$ cat src/rtl/adj_trig_pkg.sv
package adj_trig_pkg;
  typedef enum logic {WIN3 = 1'b0, WIN5 = 1'b1} win_mode_e;
  localparam int TAPS = 5;
endpackage

$ cat src/rtl/adj_ped_sub.sv
module adj_ped_sub #(
  parameter int W = 10
) (
  input  logic [W-1:0] raw,
  input  logic [W-1:0] ped,
  output logic [W-1:0] corr
);
  always_comb begin
    if (raw > ped) corr = raw - ped;
    else           corr = '0;
  end

  // floored result never exceeds the raw sample
  always_comb begin
    p_floor_r2: assert (corr <= raw);
  end
endmodule

$ cat src/rtl/adj_window_sum.sv
module adj_window_sum
  import adj_trig_pkg::*;
#(
  parameter int N     = 8,
  parameter int W     = 10,
  parameter int SUM_W = W + 3
) (
  input  logic [N*W-1:0]     corr,
  input  win_mode_e          mode,
  output logic [N*SUM_W-1:0] sums
);
  localparam int HALF = TAPS / 2;

  for (genvar c = 0; c < N; c++) begin : g_ch
    logic [SUM_W-1:0] term [TAPS];
    for (genvar k = 0; k < TAPS; k++) begin : g_tap
      localparam int IDX = c + k - HALF;
      if (IDX < 0 || IDX >= N) begin : g_edge
        assign term[k] = '0;
      end else if (k == 0 || k == TAPS - 1) begin : g_outer
        assign term[k] = (mode == WIN5) ? SUM_W'(corr[IDX*W +: W]) : '0;
      end else begin : g_inner
        assign term[k] = SUM_W'(corr[IDX*W +: W]);
      end
    end
    assign sums[c*SUM_W +: SUM_W] = term[0] + term[1] + term[2] + term[3] + term[4];
  end
endmodule

$ cat src/rtl/adj_lowest_idx.sv
module adj_lowest_idx #(
  parameter int N     = 8,
  parameter int IDX_W = (N > 1) ? $clog2(N) : 1
) (
  input  logic [N-1:0]     flags,
  output logic [IDX_W-1:0] idx,
  output logic             any
);
  always_comb begin
    idx = '0;
    for (int i = N - 1; i >= 0; i--) begin
      if (flags[i]) idx = IDX_W'(i);
    end
    any = |flags;
  end
endmodule

$ cat src/rtl/adj_sum_trigger.sv
module adj_sum_trigger
  import adj_trig_pkg::*;
#(
  parameter int N_CH     = 8,
  parameter int SAMPLE_W = 10,
  parameter int THR_W    = 10,
  parameter int IDX_W    = (N_CH > 1) ? $clog2(N_CH) : 1
) (
  input  logic                     clk,
  input  logic                     rst_n,
  input  logic                     in_valid,
  output logic                     in_ready,
  input  logic [N_CH*SAMPLE_W-1:0] in_samples,
  input  logic [N_CH*SAMPLE_W-1:0] in_pedestals,
  input  logic [THR_W-1:0]         thresh,
  input  logic                     win5,
  output logic [N_CH-1:0]          hit_flags,
  output logic                     out_valid,
  output logic                     trigger,
  output logic [IDX_W-1:0]         first_hit
);
  localparam int SUM_W = SAMPLE_W + $clog2(TAPS);

  logic [N_CH*SAMPLE_W-1:0] corr;
  logic [N_CH*SUM_W-1:0]    sums;
  logic [N_CH-1:0]          hit_d;
  logic [IDX_W-1:0]         idx_d;
  logic                     any_d;
  logic                     accept;
  win_mode_e                mode;

  assign mode   = win5 ? WIN5 : WIN3;
  assign accept = in_valid && in_ready;

  for (genvar c = 0; c < N_CH; c++) begin : g_ped
    adj_ped_sub #(.W(SAMPLE_W)) u_sub (
      .raw  (in_samples[c*SAMPLE_W +: SAMPLE_W]),
      .ped  (in_pedestals[c*SAMPLE_W +: SAMPLE_W]),
      .corr (corr[c*SAMPLE_W +: SAMPLE_W])
    );
  end

  adj_window_sum #(.N(N_CH), .W(SAMPLE_W), .SUM_W(SUM_W)) u_win (
    .corr (corr),
    .mode (mode),
    .sums (sums)
  );

  for (genvar c = 0; c < N_CH; c++) begin : g_cmp
    assign hit_d[c] = sums[c*SUM_W +: SUM_W] > SUM_W'(thresh);
  end

  adj_lowest_idx #(.N(N_CH), .IDX_W(IDX_W)) u_low (
    .flags (hit_d),
    .idx   (idx_d),
    .any   (any_d)
  );

  always_ff @(posedge clk) begin
    if (!rst_n) begin
      in_ready  <= 1'b0;
      hit_flags <= '0;
      first_hit <= '0;
      trigger   <= 1'b0;
      out_valid <= 1'b0;
    end else begin
      in_ready  <= 1'b1;
      out_valid <= accept;
      trigger   <= accept && any_d;
      if (accept) begin
        hit_flags <= hit_d;
        first_hit <= idx_d;
      end
    end
  end

  // a trigger always comes with at least one flag
  p_trig_has_hit_r8: assert property (@(posedge clk) disable iff (!rst_n)
    trigger |-> (|hit_flags && out_valid));
  // result one cycle after each accepted row
  p_latency_r8: assert property (@(posedge clk) disable iff (!rst_n)
    accept |=> out_valid);
  // trigger is a single-cycle pulse unless a fresh row arrived
  p_trig_pulse_r8: assert property (@(posedge clk) disable iff (!rst_n)
    trigger |=> (!trigger || $past(accept)));
  // idle cycles leave flags untouched and give no result
  p_hold_r10: assert property (@(posedge clk) disable iff (!rst_n)
    !accept |=> ($stable(hit_flags) && !out_valid));
  // reported index is the lowest flagged channel
  p_lowest_r9: assert property (@(posedge clk) disable iff (!rst_n)
    trigger |-> (hit_flags[first_hit] &&
                 ((hit_flags & ((N_CH'(1) << first_hit) - N_CH'(1))) == '0)));
  // no flags means index zero
  p_nohit_idx_r9: assert property (@(posedge clk) disable iff (!rst_n)
    (out_valid && !trigger) |-> (first_hit == '0 && hit_flags == '0));
endmodule

$ cat config.mk
export PLATFORM = sky130hd
export DESIGN_NAME = adj_sum_trigger
export DESIGN_NICKNAME = d
export VERILOG_FILES = /design/src/rtl/adj_trig_pkg.sv /design/src/rtl/adj_ped_sub.sv /design/src/rtl/adj_window_sum.sv /design/src/rtl/adj_lowest_idx.sv /design/src/rtl/adj_sum_trigger.sv
export SDC_FILE = /design/constraint.sdc
export NUM_CORES = 1
export LEC_CHECK = 0
export BUFFER_PORTS_ARGS = -buffer_cell sky130_fd_sc_hd__buf_2
export CORE_MARGIN = 2
export CORE_UTILIZATION = 38
export CTS_CLUSTER_SIZE = 8
export DETAILED_ROUTE_END_ITERATION = 10
export GPL_ROUTABILITY_DRIVEN = 0
export SYNTH_ARGS = -nofsm -noshare
export SYNTH_HDL_FRONTEND = slang
export SYNTH_SLANG_ARGS = --single-unit
$ cat constraint.sdc
create_clock -name clk -period 6.84 [get_ports clk]
set_input_delay 0.342 -clock clk [delete_from_list [all_inputs] [get_ports clk]]
set_output_delay 0.342 -clock clk [all_outputs]
set_load 0.005 [all_outputs]
Word level (Yosys, flattened, before mapping). Index checks and enable logic that the tools add are counted.

Register bits: 14. Input port bits: 174. Output and inout port bits: 14. Logic and storage cells: 83.

$add $sub $neg: 33. Order comparisons: 16. Mux-type cells: 26. Reductions and logical operators: 3.

Operators by type and width (count): 13-bit by 10-bit adder with 13-bit output (17); 10-bit 2-to-1 mux (16); 13-bit by 10-bit > comparator with 1-bit output (8); 10-bit > comparator (8); 10-bit subtractor (8); 13-bit adder (5); 3-bit 2-to-1 mux (8); 10-bit by 10-bit adder with 11-bit output (2); 11-bit by 10-bit adder with 12-bit output (1); 8-bit OR reduction (1); 1-bit logical AND (2); 1-bit 2-to-1 mux (2).

Longest topological paths before layout.
Word-level depth: 14. Gate-level depth with buffers: 37. Depth with buffers taken out: 36.

Cells and area by module. From an unflattened synthesis, not the netlist that was laid out.

Cells, all modules: 1929. Area total of the unflattened synthesis: 15320.9 um^2.

Modules (own cells, without submodules): adj_window_sum (times used 1, cells an instance 1018, area an instance 8340.5 um^2, seq. area each 0.0 um^2); adj_ped_sub at g_ped[1].u_sub ... (times used 6, cells an instance 79, area an instance 581.8 um^2, seq. area each 0.0 um^2); adj_sum_trigger (times used 1, cells an instance 274, area an instance 2292.2 um^2, seq. area each 280.3 um^2); adj_ped_sub at g_ped[0].u_sub ... (times used 2, cells an instance 75, area an instance 558.0 um^2, seq. area each 0.0 um^2); adj_lowest_idx (times used 1, cells an instance 13, area an instance 81.3 um^2, seq. area each 0.0 um^2).

Worst setup path before layout. No wires, ideal clock.

Path kind: in2reg. Start: input in_samples[20]. End: register trigger. Data arrival time: 7106 ps. Data required time: 6720 ps. Setup slack: -386 ps. Stages: 32. Path through: inv_1 ha_1 inv_1 fa_1 a21o_1 a21oi_1 o21ai_0 a21oi_1 o21bai_1 a21oi_1 nor2_1 clkbuf_1 and2_1 fa_1 inv_1 fa_1 fa_1 inv_1 ha_1 fa_1 a211o_1 a211oi_1 o21ai_0 a21oi_1 xnor2_1 ha_1 a21oi_1 nand2_1 o21ai_0 o311a_1 nand4_1 o31a_1.

Longest elaborated chain between the ends: 10. Elaborated cells on any way between the ends: 25. Those cells by class: add/sub: 15; order compare: 6; mux: 2; reduce/logical: 2.

Ends and longest elaborated chain: start, declared (RTL line adj_sum_trigger.sv:13) `input logic [N_CH*SAMPLE_W-1:0] in_samples,`; 10-bit subtractor / 10-bit > comparator (equally long branches) (RTL line adj_ped_sub.sv:9) `if (raw > ped) corr = raw - ped;`; 10-bit 2-to-1 mux * (RTL line adj_ped_sub.sv:9); 10-bit 2-to-1 mux (RTL line adj_window_sum.sv:21) `assign term[k] = (mode == WIN5) ? SUM_W'(corr[IDX*W +: W]) : '0;`; 13-bit by 10-bit adder with 13-bit output (3 in a row) (RTL line adj_window_sum.sv:26) `assign sums[c*SUM_W +: SUM_W] = term[0] + term[1] + term[2] + term[3] + term[4];`; 13-bit adder (RTL line adj_window_sum.sv:26); 13-bit by 10-bit > comparator with 1-bit output (RTL line adj_sum_trigger.sv:50) `assign hit_d[c] = sums[c*SUM_W +: SUM_W] > SUM_W'(thresh);`; 8-bit OR reduction * (RTL line adj_lowest_idx.sv:14) `any = |flags;`; 1-bit logical AND * (RTL line adj_sum_trigger.sv:69) `trigger <= accept && any_d;`; end signal, assigned (RTL line adj_sum_trigger.sv:69); end, declared (RTL line adj_sum_trigger.sv:19) `output logic trigger,`.

Mark *: on every way between the ends. The rest lies on a longest branch, timed or not. A chain may end at the register's enable or synchronous reset.

Worst setup path after layout.
Start: input in_samples[40]. End: register trigger.

Longest elaborated chain between the ends: 9. Elaborated cells on any way between the ends: 24. Those cells by class: add/sub: 14; order compare: 6; mux: 2; reduce/logical: 2.

Ends and longest elaborated chain (RTL line): 10-bit subtractor / 10-bit > comparator (equally long branches) (adj_ped_sub.sv:9); 10-bit 2-to-1 mux * (adj_ped_sub.sv:9); 13-bit by 10-bit adder with 13-bit output / 10-bit 2-to-1 mux (equally long branches) (adj_window_sum.sv:26, adj_window_sum.sv:21); 13-bit by 10-bit adder with 13-bit output (3 in a row) (adj_window_sum.sv:26); 13-bit by 10-bit > comparator with 1-bit output (adj_sum_trigger.sv:50); 8-bit OR reduction * (adj_lowest_idx.sv:14); 1-bit logical AND * (adj_sum_trigger.sv:69).

Marks and branches as above.

==> metrics.md <==
| Metric | Value |
|---|---|
| Layout area overhead | `31.4%` |
| Synth Flop Type | `dfxtp_1` |
| Drt initial violations | `908` |
| Fmax | `146 MHz` |
| VDD IR max | `0.155 mV` |
| Root Buffer Master | `clkbuf_16` |
| Largest net degree at the start of global routing | `60` |
| Synth warn | `0` |
| Post-DP Area | `17,800 um^2` |
| GRT overflow | `0` |
| Via count | `14,500` |
| Detail Placement HPWL | `42.7 mm` |
| Post-Synthesis Cells | `1,797` |
| Pwr Density | `301 nW/um^2` |
| Vias in the first global route | `13,900` |
| Critical Path Sink Type | `flop` |
| RSZ-0062 raised after global routing | `true` |
| Post-synth top cells | `349 x inv_1, 262 x ha_1, 168 x fa_1` |
| Worst skew pair latency | `240 ps` |
| Hold WS | `285 ps` |
| H-tree levels | `1` |
| TritonCTS Sinks | `14` |
| Critical Path RT | `6970 ps` |
| Yosys top cell area share | `23.3%` |
| # diodes | `0` |
| Detailed Routing Iterations Pass 1 | `5` |
| Site Rows | `71` |
| Routed Antenna Nets | `0` |
| Final Setup Violations | `1` |
| Chip width | `199 um` |
| Final period util | `100%` |
| First-pass GRT wire length | `75.0 mm` |
| HP Class | `input port to flop` |
| Initial antenna violation count | `0` |
| Crit path to | `trigger` |
| Avg Cell Area, Syn | `8.04 um^2` |
| Max-Cap Viols | `0` |
| Final Power | `5.71 mW` |
| Gr usage total | `24.5%` |
| Drt wl/cell | `18.0 um` |
| Layout cell share with drive strength beyond 1 | `28.7%` |
| CTS max path bufs | `2` |
| R2R depth | `5` |
| Main area contributors after synthesis | `fa_1 23%, ha_1 23%, inv_1 9.1%` |
| Final worst slack | `-24.3 ps` |
| Worst Tran Pin Value | `825 ps` |
| Layout fillers | `3,624` |
| Mapped Area | `14,400 um^2` |
| EDFF count, synth | `0` |
| Synthesis-stage register bit count | `14` |
| Initial core utilization | `38.4%` |
| Yosys cell types | `75` |
| Final setup TNS | `-24.3 ps` |
| Core Area | `37,600 um^2` |
| Worst Path Class, Setup | `input port to flop` |
| Worst r2r src | `in_ready` |
| Reg2reg setup slack | `5360 ps` |
| Worst setup SP type | `input port` |
| Drt total wl | `49.9 mm` |
| Slowest stage delay, CP | `580 ps` |
| Syn nets | `2,401` |
| Worst Setup SP | `in_samples[40]` |
| Clock period minus worst slack | `6860 ps` |
| CTS Buf Count | `3` |
| Clock transition at path regs | `40 ps` |
| # hold bufs at CTS | `0` |
| Vias/cell | `5.22` |
| DIE HEIGHT | `199 um` |
| I/O Buffers | `187` |
| Hold path depth | `1` |
| Crit path DAT | `6990 ps` |
| Sequential area share after synthesis | `1.94%` |
| Most numerous cell in the Yosys netlist | `inv_1` |
| Largest fanout on the critical path | `5` |
| Worst slew margin | `44.6%` |
| Die area | `39,600 um^2` |
| Failing checks | `setup timing` |
| CTS tree | `yes` |
| Final hold vios | `0` |
| Max-slew violations | `0` |
| Finished Cell Area | `19,000 um^2` |
| Lkg Pwr | `10.1 nW` |
| Highest-delay cell along the critical path | `fa_1` |
| Largest area contributor in the synthesized netlist | `fa_1` |
| Post-synth ARST share | `0%` |
| DRC | `0` |
| # nets final | `2,863` |
| Top Ports | `188` |
| Skew final | `1.90 ps` |
| Crit Reg-Reg Endpoint | `first_hit[1]` |
| Status | `finished, violations left` |
==> area by class of cell <==
cell class                      count  area [um^2]  share of cell area [%]
Multi-Input combinational cell   1412        13500                    71.2
Timing Repair Buffer              478         3140                    16.6
Inverter                          350         1320                    6.95
Tap cell                          511          639                    3.37
Sequential cell                    14          280                    1.48
Clock buffer                        4         88.8                   0.468
==> worst min-delay path by stage <==
stage                 start      endpoint
2_1_floorplan         rst_n      in_ready
3_3_place_gp   first_hit[1]  first_hit[1]
3_5_place_dp   first_hit[1]  first_hit[1]
4_1_cts               rst_n      in_ready
5_1_grt               rst_n      in_ready
6_report              rst_n      in_ready
==> sequential cells by signal (all words and copies together), names as in the netlist <==
| register | flops |
|---|---|
| trigger | 1 |
| first_hit | 3 |
| out_valid | 1 |
| in_ready | 1 |
| hit_flags | 8 |
==> metrics by stage <==
stage	utilization (%)	worst slack (ps)	cells
floorplan	-	-28.2	1797
global placement	47.5	-443	2714
detailed placement	47.5	-519	2714
CTS	48.3	8.99	2734
global route	50.5	-298	2769
finish	50.5	-24.3	2769
==> worst max-delay path: cells and delay by family <==
family | cells | cell delay [ps]
AOI/OAI and AO/OA | 12 | 2450
xor gates and xnor gates | 1 | 160
adders and majority gates | 7 | 2490
buffers and inverters | 8 | 810
and+or+nand+nor | 4 | 740
==> where the power goes <==
group	total [mW]	leakage (nW)	internal, mW	switching [mW]
clock network	0.119	0.0442	0.0882	0.0305
logic	5.49	9.91	2.59	2.89
registers	0.105	0.115	0.0970	0.00750
total	5.71	10.1	2.78	2.93
==> cells in the final DEF, fill, tap and decap left out, drive strengths merged, types with 7 or more instances in the layout <==
| cell | synthesis | routed |
|---|---|---|
| a211oi | 36 | 36 |
| a21boi | 10 | 10 |
| a21o | 52 | 52 |
| a21oi | 91 | 91 |
| a31oi | 10 | 10 |
| and2 | 42 | 42 |
| and3 | 39 | 39 |
| buf | 1 | 478 |
| dfxtp | 14 | 14 |
| fa | 168 | 168 |
| ha | 262 | 262 |
| inv | 349 | 349 |
| mux2i | 7 | 7 |
| nand2 | 61 | 61 |
| nand2b | 12 | 12 |
| nand3 | 49 | 49 |
| nand3b | 8 | 8 |
| nand4 | 25 | 25 |
| nor2 | 103 | 104 |
| nor2b | 28 | 28 |
| nor3 | 68 | 68 |
| nor4 | 17 | 17 |
| o21a | 23 | 23 |
| o21ai | 76 | 76 |
| o21bai | 18 | 18 |
| o22ai | 7 | 7 |
| or3 | 7 | 7 |
| xnor2 | 73 | 73 |
| xor2 | 26 | 26 |
==> what timing repair did <==
item / CTS / global route
gates cloned: 0 / 1
setup buffers: 16 / 35
pin swaps: 35 / 97
endpoints found under the setup margin: 7 / 10
resized for setup: 35 / 133
==> per-layer routing <==
metal	vias up	global-route usage (%)	share of wire (%)
met5	-	0	0
met4	0	6.44	3.1
met3	71	1.22	6.3
met2	482	38.9	44
met1	6813	36.2	47
li1	7093	-	-
==> cells by family (layout without fill, tap and decap cells) <==
logic type / count (synthesis) / after routing / share of synthesized area [%]
compound gates: 390 / 390 / 18.2
xor+xnor: 99 / 99 / 6.00
fa+ha+maj: 430 / 430 / 46.0
buf+inv: 372 / 832 / 9.67
flops: 14 / 14 / 1.94
mux: 9 / 9 / 0.667
simple gates: 483 / 484 / 17.5
Power figures use the tool's default switching activity.
